## src/rtl/nor2_pkg.sv

```systemverilog
package nor2_pkg;
  typedef enum logic {ST_IDLE, ST_RUN} state_e;
endpackage

```

## src/rtl/nor2_prog_mem.sv

```systemverilog
module nor2_prog_mem #(
  parameter int N_GATES = 64,
  parameter int SRC_W   = 7,
  localparam int IDX_W  = $clog2(N_GATES),
  localparam int PAIR_W = $clog2(N_GATES / 2)
) (
  input  logic              clk_i,
  input  logic              rst_ni,
  input  logic              we_i,
  input  logic [IDX_W-1:0]  waddr_i,
  input  logic [SRC_W-1:0]  wsrc_a_i,
  input  logic [SRC_W-1:0]  wsrc_b_i,
  input  logic [PAIR_W-1:0] pair_i,
  output logic [SRC_W-1:0]  src_a_o [2],
  output logic [SRC_W-1:0]  src_b_o [2]
);
  logic [SRC_W-1:0] a_q [N_GATES];
  logic [SRC_W-1:0] b_q [N_GATES];

  always_ff @(posedge clk_i or negedge rst_ni) begin
    if (!rst_ni) begin
      for (int g = 0; g < N_GATES; g++) begin
        a_q[g] <= '0;
        b_q[g] <= '0;
      end
    end else if (we_i) begin
      a_q[waddr_i] <= wsrc_a_i;
      b_q[waddr_i] <= wsrc_b_i;
    end
  end

  for (genvar l = 0; l < 2; l++) begin : g_rd
    assign src_a_o[l] = a_q[{pair_i, 1'(l)}];
    assign src_b_o[l] = b_q[{pair_i, 1'(l)}];
  end
endmodule

```

## src/rtl/nor2_lane.sv

```systemverilog
module nor2_lane #(
  parameter int N_GATES = 64,
  parameter int N_IN    = 16,
  localparam int IDX_W  = $clog2(N_GATES),
  localparam int IN_W   = $clog2(N_IN),
  localparam int SRC_W  = IDX_W + 1
) (
  input  logic [SRC_W-1:0]   src_a_i,
  input  logic [SRC_W-1:0]   src_b_i,
  input  logic [N_IN-1:0]    in_vec_i,
  input  logic [N_GATES-1:0] vals_i,
  input  logic               fwd_en_i,
  input  logic [IDX_W-1:0]   fwd_idx_i,
  input  logic               fwd_val_i,
  output logic               res_o
);
  function automatic logic pick(input logic [SRC_W-1:0] s,
                                input logic [N_IN-1:0] iv,
                                input logic [N_GATES-1:0] v,
                                input logic fe,
                                input logic [IDX_W-1:0] fi,
                                input logic fv);
    logic [IDX_W-1:0] idx;
    idx = s[IDX_W-1:0];
    if (s[SRC_W-1]) begin
      // same-pair partner: take this cycle's result, not the stored one
      if (fe && idx == fi) return fv;
      return v[idx];
    end
    return iv[idx[IN_W-1:0]];
  endfunction

  logic a_val, b_val;
  assign a_val = pick(src_a_i, in_vec_i, vals_i, fwd_en_i, fwd_idx_i, fwd_val_i);
  assign b_val = pick(src_b_i, in_vec_i, vals_i, fwd_en_i, fwd_idx_i, fwd_val_i);
  assign res_o = ~(a_val | b_val);
endmodule

```

## src/rtl/nor2_value_store.sv

```systemverilog
module nor2_value_store #(
  parameter int N_GATES = 64,
  localparam int PAIR_W = $clog2(N_GATES / 2)
) (
  input  logic               clk_i,
  input  logic               rst_ni,
  input  logic               we_i,
  input  logic [PAIR_W-1:0]  pair_i,
  input  logic [1:0]         res_i,
  output logic [N_GATES-1:0] vals_o
);
  for (genvar g = 0; g < N_GATES; g++) begin : g_bit
    always_ff @(posedge clk_i or negedge rst_ni) begin
      if (!rst_ni)
        vals_o[g] <= 1'b0;
      else if (we_i && pair_i == PAIR_W'(g / 2))
        vals_o[g] <= res_i[g % 2];
    end
  end
endmodule

```

## src/rtl/nor2_eval.sv

```systemverilog
module nor2_eval #(
  parameter int N_GATES = 64,
  parameter int N_IN    = 16,
  parameter int N_OUT   = 8,
  localparam int IDX_W  = $clog2(N_GATES),
  localparam int SRC_W  = IDX_W + 1,
  localparam int N_PAIRS = N_GATES / 2,
  localparam int PAIR_W = $clog2(N_PAIRS)
) (
  input  logic             clk_i,
  input  logic             rst_ni,
  input  logic             load_we_i,
  input  logic [IDX_W-1:0] load_addr_i,
  input  logic [SRC_W-1:0] load_src_a_i,
  input  logic [SRC_W-1:0] load_src_b_i,
  input  logic             start_i,
  input  logic [N_IN-1:0]  in_vec_i,
  output logic             busy_o,
  output logic             done_o,
  output logic [N_OUT-1:0] out_o
);
  import nor2_pkg::*;

  state_e             state_q;
  logic [PAIR_W-1:0]  pair_q;
  logic [N_IN-1:0]    in_q;
  logic [N_GATES-1:0] vals;
  logic [SRC_W-1:0]   src_a [2];
  logic [SRC_W-1:0]   src_b [2];
  logic [1:0]         res;
  logic               run;

  assign run = (state_q == ST_RUN);

  always_ff @(posedge clk_i or negedge rst_ni) begin
    if (!rst_ni) begin
      state_q <= ST_IDLE;
      pair_q  <= '0;
      in_q    <= '0;
      done_o  <= 1'b0;
    end else begin
      done_o <= 1'b0;
      unique case (state_q)
        ST_IDLE: if (start_i) begin
          state_q <= ST_RUN;
          pair_q  <= '0;
          in_q    <= in_vec_i;
        end
        ST_RUN: begin
          pair_q <= pair_q + 1'b1;
          if (pair_q == PAIR_W'(N_PAIRS - 1)) begin
            state_q <= ST_IDLE;
            done_o  <= 1'b1;
          end
        end
        default: state_q <= ST_IDLE;
      endcase
    end
  end

  nor2_prog_mem #(.N_GATES(N_GATES), .SRC_W(SRC_W)) u_mem (
    .clk_i   (clk_i),
    .rst_ni  (rst_ni),
    .we_i    (load_we_i && !run),
    .waddr_i (load_addr_i),
    .wsrc_a_i(load_src_a_i),
    .wsrc_b_i(load_src_b_i),
    .pair_i  (pair_q),
    .src_a_o (src_a),
    .src_b_o (src_b)
  );

  for (genvar l = 0; l < 2; l++) begin : g_lane
    nor2_lane #(.N_GATES(N_GATES), .N_IN(N_IN)) u_lane (
      .src_a_i  (src_a[l]),
      .src_b_i  (src_b[l]),
      .in_vec_i (in_q),
      .vals_i   (vals),
      .fwd_en_i (l == 1),
      .fwd_idx_i({pair_q, 1'b0}),
      .fwd_val_i(res[0]),
      .res_o    (res[l])
    );
  end

  nor2_value_store #(.N_GATES(N_GATES)) u_vals (
    .clk_i (clk_i),
    .rst_ni(rst_ni),
    .we_i  (run),
    .pair_i(pair_q),
    .res_i (res),
    .vals_o(vals)
  );

  assign busy_o = run;
  assign out_o  = vals[N_GATES-1 -: N_OUT];
endmodule

```

## config.mk

```make
export PLATFORM = sky130hd
export DESIGN_NAME = nor2_eval
export DESIGN_NICKNAME = d
export VERILOG_FILES = /design/src/rtl/nor2_pkg.sv /design/src/rtl/nor2_prog_mem.sv /design/src/rtl/nor2_lane.sv /design/src/rtl/nor2_value_store.sv /design/src/rtl/nor2_eval.sv
export SDC_FILE = /design/constraint.sdc
export NUM_CORES = 2
export LEC_CHECK = 0
export CAP_MARGIN = 25
export CORE_MARGIN = 3
export CORE_UTILIZATION = 40
export CTS_CLUSTER_SIZE = 12
export DETAILED_ROUTE_END_ITERATION = 7
export PLACE_DENSITY_LB_ADDON = 0.1
export SLEW_MARGIN = 0
export SYNTH_ARGS = -nofsm -noshare
export SYNTH_HDL_FRONTEND = slang
export SYNTH_SLANG_ARGS = --single-unit
```

## constraint.sdc

```tcl
create_clock -name clk_i -period 8.6 [get_ports clk_i]
set_input_delay 1.72 -clock clk_i [delete_from_list [all_inputs] [get_ports clk_i]]
set_output_delay 1.72 -clock clk_i [all_outputs]
set_load 0.01 [all_outputs]
```

## Word level (Yosys, flattened, before mapping)

Index checks and enable logic that the tools add are counted.

| cells by class | value |
|---|---|
| add/sub/neg operators | 1 |
| $lt $le $gt $ge | 12 |
| eq/ne operators | 34 |
| multiplexer cells | 63 |
| bitwise gates (word level) | 8 |
| reductions and logical operators | 37 |

Operator list:

| kind | number |
|---|---|
| 448-bit bitwise mux | 2 |
| 7-bit binary-select mux with 6-bit select | 4 |
| 5-bit equality test (second input constant) | 16 |
| 7-bit 2-to-1 mux | 9 |
| 7-bit demux with 6-bit select | 1 |
| 5-bit by 4-bit equality test with 1-bit output (second input constant) | 8 |
| 1-bit 2-to-1 mux | 36 |
| 1-bit logical AND | 34 |
| 6-bit by 7-bit < comparator with 1-bit output (second input constant) | 4 |
| 1-bit binary-select mux with 6-bit select | 4 |
| 7-bit >= comparator (second input constant) | 3 |
| 6-bit inverter with 7-bit output | 3 |
| 5-bit by 3-bit equality test with 1-bit output (second input constant) | 4 |
| 4-bit by 5-bit < comparator with 1-bit output (second input constant) | 4 |
| 1-bit binary-select mux with 4-bit select | 4 |
| 6-bit equality test | 2 |
| 5-bit by 2-bit equality test with 1-bit output (second input constant) | 2 |
| 5-bit one-hot mux with 2 select lines | 1 |
| 7-bit by 1-bit < comparator with 1-bit output (second input constant) | 1 |
| 5-bit by 1-bit adder with 5-bit output (second input constant) | 1 |
| 5-bit by 1-bit equality test with 1-bit output (second input constant) | 1 |
| 5-bit logical NOT | 1 |
| 5-bit 2-to-1 mux | 1 |
| 1-bit inverter | 3 |
| other kinds (5) | 6 |

| word-level totals | value |
|---|---|
| register bits after elaboration | 983 |
| output and inout bits | 10 |
| word-level logic and storage cells | 351 |

## Depth between registers and ports, before layout

| depth | value |
|---|---|
| word-level depth | 17 |
| gate-level depth with buffers | 21 |

## Hierarchy

Synthesis repeated with hierarchy kept, for this count alone.

| unflattened totals | value |
|---|---|
| cell total of the unflattened synthesis | 3580 |
| area total of the unflattened synthesis | 48079.9 µm² |

By module, submodules not included:

| module | times used | cells an instance | area an instance (µm²) |
|---|---|---|---|
| nor2_prog_mem | 1 | 3071 | 41349.7 |
| nor2_lane | 2 | 128 | 1519.0 |
| nor2_value_store | 1 | 186 | 2693.8 |
| nor2_eval | 1 | 67 | 998.5 |

## Least setup slack after synthesis

Ideal clock, no wire load.

| path | value |
|---|---|
| kind | reg2reg |
| start point | register pair_q[0] |
| end point | register u_vals.vals_o[14] |
| library setup time | 0.125 ns |
| arrival | 4.163 ns |
| data required time | 8.475 ns |
| slack | 4.312 ns |
| stages on the path, launching flop included | 20 |
| path buffers | 10 |
| clock period less this slack | 4.288 ns |
| cells stage by stage | dfrtp_1 buf_6 buf_6 buf_6 buf_8 buf_6 buf_6 buf_6 buf_2 mux4_2 mux4_2 mux2i_1 nand2_1 a31oi_1 a41oi_1 nand4_1 buf_2 nor2_2 buf_2 mux2_2 |

| on the way | value |
|---|---|
| longest elaborated chain between the ends | 11 |

Ends and longest elaborated chain:

| item | line | RTL |
|---|---|---|
| start: declaration | nor2_eval.sv:25 | `logic [PAIR_W-1:0] pair_q;` |
| start signal: assignment | nor2_eval.sv:50 | `pair_q <= pair_q + 1'b1;` |
| 6-bit inverter with 7-bit output (implied by the code) | nor2_prog_mem.sv:33, nor2_prog_mem.sv:34 |  |
| 7-bit binary-select mux with 6-bit select (on tied branches) | nor2_prog_mem.sv:33, nor2_prog_mem.sv:34 |  |
| 7-bit 2-to-1 mux (on tied branches) (2 in a row) | nor2_prog_mem.sv:33, nor2_prog_mem.sv:34 |  |
| 1-bit binary-select mux with 6-bit select | nor2_lane.sv:28 | `return v[idx];` |
| 1-bit 2-to-1 mux (implied by the code) | nor2_lane.sv:28 |  |
| 1-bit 2-to-1 mux | nor2_lane.sv:28 |  |
| 1-bit 2-to-1 mux | nor2_lane.sv:25 | `if (s[SRC_W-1]) begin` |
| 1-bit 2-to-1 mux | nor2_lane.sv:30 | `return iv[idx[IN_W-1:0]];` |
| 1-bit OR | nor2_lane.sv:36 | `assign res_o = ~(a_val \| b_val);` |
| 1-bit inverter | nor2_lane.sv:36 |  |
| end signal: indexed assignment | nor2_value_store.sv:17 | `vals_o[g] <= res_i[g % 2];` |
| end: declaration | nor2_value_store.sv:10 | `output logic [N_GATES-1:0] vals_o` |

Several ways; a longest one is shown, not always the timed one. The select of a mux whose other input is x is not followed.
A chain may end at the register's enable or synchronous reset.

## Final worst setup path

| path | value |
|---|---|
| start point | register pair_q[2] |
| end point | register u_vals.vals_o[47] |

| on the way | value |
|---|---|
| longest elaborated chain between the ends | 17 |

Ends and longest elaborated chain:

| item | line | RTL |
|---|---|---|
| 6-bit inverter with 7-bit output (implied by the code) | nor2_prog_mem.sv:33, nor2_prog_mem.sv:34 |  |
| 7-bit binary-select mux with 6-bit select (on tied branches) | nor2_prog_mem.sv:33, nor2_prog_mem.sv:34 |  |
| 7-bit 2-to-1 mux (on tied branches) (2 in a row) | nor2_prog_mem.sv:33, nor2_prog_mem.sv:34 |  |
| 1-bit binary-select mux with 6-bit select | nor2_lane.sv:28 |  |
| 1-bit 2-to-1 mux (implied by the code) | nor2_lane.sv:28 |  |
| 1-bit 2-to-1 mux | nor2_lane.sv:28 |  |
| 1-bit 2-to-1 mux | nor2_lane.sv:25 |  |
| 1-bit 2-to-1 mux | nor2_lane.sv:30 |  |
| 1-bit OR | nor2_lane.sv:36 |  |
| 1-bit inverter | nor2_lane.sv:36 |  |
| 1-bit 2-to-1 mux | nor2_lane.sv:27 | `if (fe && idx == fi) return fv;` |
| 1-bit 2-to-1 mux | nor2_lane.sv:28 |  |
| 1-bit 2-to-1 mux | nor2_lane.sv:25 |  |
| 1-bit 2-to-1 mux | nor2_lane.sv:30 |  |
| 1-bit OR | nor2_lane.sv:36 |  |
| 1-bit inverter | nor2_lane.sv:36 |  |

Several ways; a longest one is shown, not always the timed one. The select of a mux whose other input is x is not followed.

==> impl_metrics.json <==
{
  "outcome": "complete, no violations",
  "fp.dieW_um": 353.9,
  "cts.path.max_buffers": 3,
  "final.period_utilization_pct": 74.12,
  "hold_path_depth": 1,
  "final_cell_mix": "dfrtp_1 (979), mux2_2 (977), mux4_2 (228)",
  "synth_cell_types": 78,
  "irDropWorstVdd_uv": 183.6,
  "worstRegToRegCells": 15,
  "final_nets": 3434,
  "fmax_mhz": 156.9,
  "cts-resized-gates": 0,
  "maxSlewHeadroom_pct": 26.51,
  "crit_required_ns": 9.13,
  "synth_flop_cell": "dfrtp_1",
  "htreeDepth": 3,
  "dieHeight_um": 353.9,
  "hold_path_class": "flip-flop to flip-flop",
  "cts_sinks": 983,
  "drcViolationCount": 0,
  "internal-power_mw": 9.549,
  "critical_path_class": "flip-flop to flip-flop",
  "async_flop_share_pct": 100.0,
  "cts.clk_slew.worst_paths_ns": 0.06,
  "cap_violations": 0,
  "critPathCapture": "u_vals.vals_o[47]",
  "cp-startpoint": "pair_q[2]",
  "setup_tns_ns": 0,
  "fin_crit_ns": 6.374,
  "ys_seq_elements": 983,
  "wl_per_cell_um": 30.33,
  "seq_area_frac_synth_pct": 50.82,
  "area_growth_pct": 12.54,
  "ctsHoldBuffers": 0,
  "total_leakage_power_nw": 25.72,
  "first_pass_iters": 6,
  "drive_above_1_share_pct": 44.88,
  "grt_max_degree": 155,
  "regToRegSetupSlack_ns": 2.23,
  "vias": 30306,
  "maxSlewViolCount": 0,
  "hold_viol_final": 0,
  "fin_area_sq_um": 54480,
  "multiInputGateArea_sq_um": 22170,
  "ctsRootBufferMaster": "clkbuf_16",
  "viasPerCell": 5.969,
  "timing.rr.end": "u_vals.vals_o[47]",
  "dieArea_sq_um": 125200,
  "core.rowCount": 126,
  "drt_iter0_drc": 2371,
  "seq_area_sq_um": 24610,
  "arrival_ns": 6.90,
  "grtUsageTotal_pct": 24.51,
  "yosys_warnings": 0,
  "avgSynthCellArea_sq_um": 14.10,
  "cts_buffers": 111,
  "cts_tree": "built",
  "synth_fp_nets": 3478,
  "worst_slew_pin_slew_ns": 1.100,
  "start_util_pct": 40.67,
  "ioPinCount": 50,
  "post_cts_buffers": 0,
  "antenna_found_initial": 7,
  "power_frac_comb_pct": 31.0,
  "cp-start-kind": "flip-flop",
  "rsz0062_at_grt": "false",
  "final_common_cell": "dfrtp_1",
  "ant_nets": 0,
  "fillers": 10477,
  "fin_skew_ns": 0.04971,
  "portBuffers": 49,
  "r2r-start": "pair_q[2]",
  "worstHoldStart": "u_mem.b_q[118]",
  "clkPwrFrac_pct": 31.9,
  "crit_fanout": 39,
  "netlist.area_leader.share_pct": 50.82,
  "synthesis.instances": 3432,
  "endpoint_kind": "flip-flop",
  "synth_area_leader_cell": "dfrtp_1",
  "swShare_pct": 37.01,
  "netlist_area_sq_um": 48410,
  "setup_viol": 0,
  "grt_overflow": 0,
  "pwr-share-seq_pct": 37.2,
  "drt_wl_total_um": 154000,
  "grt_first_pass_wirelength_um": 226500,
  "place_congestion": 0.9737,
  "synth_area_leaders": "dfrtp_1 (51%), mux2_2 (23%), mux4_2 (11%), mux2i_1 (3.3%), clkbuf_1 (1.6%)",
  "dpl_cell_area_sq_um": 50510,
  "synth_edf_count": 0,
  "core_area_sq_um": 119000,
  "hpwl_um": 100100,
  "p_per_area_nw_per_um2": 278.3,
  "clock_latency_ns": 0.73,
  "p_sw_mw": 5.610,
  "grt_pass1_vias": 31525
}
==> logic make-up after synthesis <==
group                      share of synthesized area, %
and+or+nand+nor                                   3.805
DFF                                               50.82
adders and majority gates                        0.1551
muxes                                             36.71
buffers and inverters                             3.440
AOI/OAI and AO/OA                                 4.942
xor gates and xnor gates                         0.1267
==> through the flow <==
stage          setup slack (ns)  util (%)  instances  power [mW]  hold slack [ns]
3_5_place_dp              2.185     42.44       4866       10.35           0.4882
4_1_cts                   2.175     45.61       5065       15.23           0.5021
5_1_grt                   1.950     45.76       5074       15.81           0.5088
2_1_floorplan             4.312         -       3432       8.723           0.4712
6_report                  2.226     45.77       5077       15.16           0.4983
3_3_place_gp              2.295     42.16       4853       10.31           0.4809
==> synthesized netlist by cell type, types with 4 or more instances <==
cell         n
mux4_2     228
nor3_1      15
nand3_1     56
mux2_2     977
buf_6       18
buf_1       26
and3_1      10
xnor2_1      7
a31oi_1     13
o41ai_1     19
nand3b_1     9
and4_1       4
nor3b_1     10
nand4_1     17
a2111oi_0    6
buf_2       47
o211a_1      5
mux2i_1    161
o211ai_1    32
inv_1       44
clkbuf_1   208
and2_1       6
nor2_1      90
a21oi_1     20
nand2_1    132
nor2b_1      9
a311oi_1     9
a22oi_1     35
o2111ai_1    6
dfrtp_1    983
ha_1         6
a211oi_1    22
o311ai_0     4
or2_2        4
o41ai_2      9
o21ai_0     54
nand2b_1     8
o21ai_1      4
o22ai_1     26
or3b_2       4
a41oi_1     14
buf_4       21
==> worst max-delay path: stages, from the launching register on <==
cell and delay, ns:
dfrtp_4 0.89, buf_4 0.57, buf_4 0.56, mux4_2 0.40, mux2_2 0.34, a211oi_2 0.49
nor2_2 0.04, buf_4 0.25, mux2_2 0.30, o22ai_1 0.18, o211ai_1 0.15, a41oi_1 0.32
nand4_1 0.52, buf_4 0.41, o21ai_4 0.58, o41ai_2 0.16
==> cell type report <==
cell class | count | share of cell area (%)
sequential | 983 | 45.18
multi-input combinational | 2081 | 40.69
clock buffer | 168 | 6.171
tap | 1600 | 3.675
timing repair buffer | 164 | 3.197
clock inverter | 31 | 0.7533
inverter | 47 | 0.3238
antenna | 3 | 0.01378
==> state kept, by name, indices dropped and copies added (netlist names) <==
signal and cells:
pair_q 5, u_mem.b_q 448, u_mem.a_q 448, done_o 1
u_vals.vals_o 64, busy_o 1, in_q 16
==> worst min path at each step <==
stage	endpoint	slack, ns
6_report	u_mem.b_q[118]	0.50
5_1_grt	u_mem.a_q[25]	0.51
4_1_cts	u_mem.b_q[25]	0.50
3_5_place_dp	u_mem.b_q[447]	0.49
3_3_place_gp	u_mem.a_q[304]	0.48
2_1_floorplan	u_mem.b_q[322]	0.47
==> metal layers <==
layer	vias to the layer above	track usage, %	share of wire (%)
li1	12771	-	-
met2	866	39.32	47
met5	-	0	0.0071
met4	2	7.185	3.1
met1	16426	34.27	45
met3	241	4.116	5.1
==> power groups by stage <==
stage	Clock (mW)	Combinational, mW	Sequential [mW]
CTS	4.95	4.66	5.61
global placement	0	4.62	5.70
detailed placement	0	4.65	5.70
finish	4.83	4.70	5.63
floorplan	0	3.56	5.16
global route	5.14	5.03	5.64
Power figures use the tool's default switching activity.
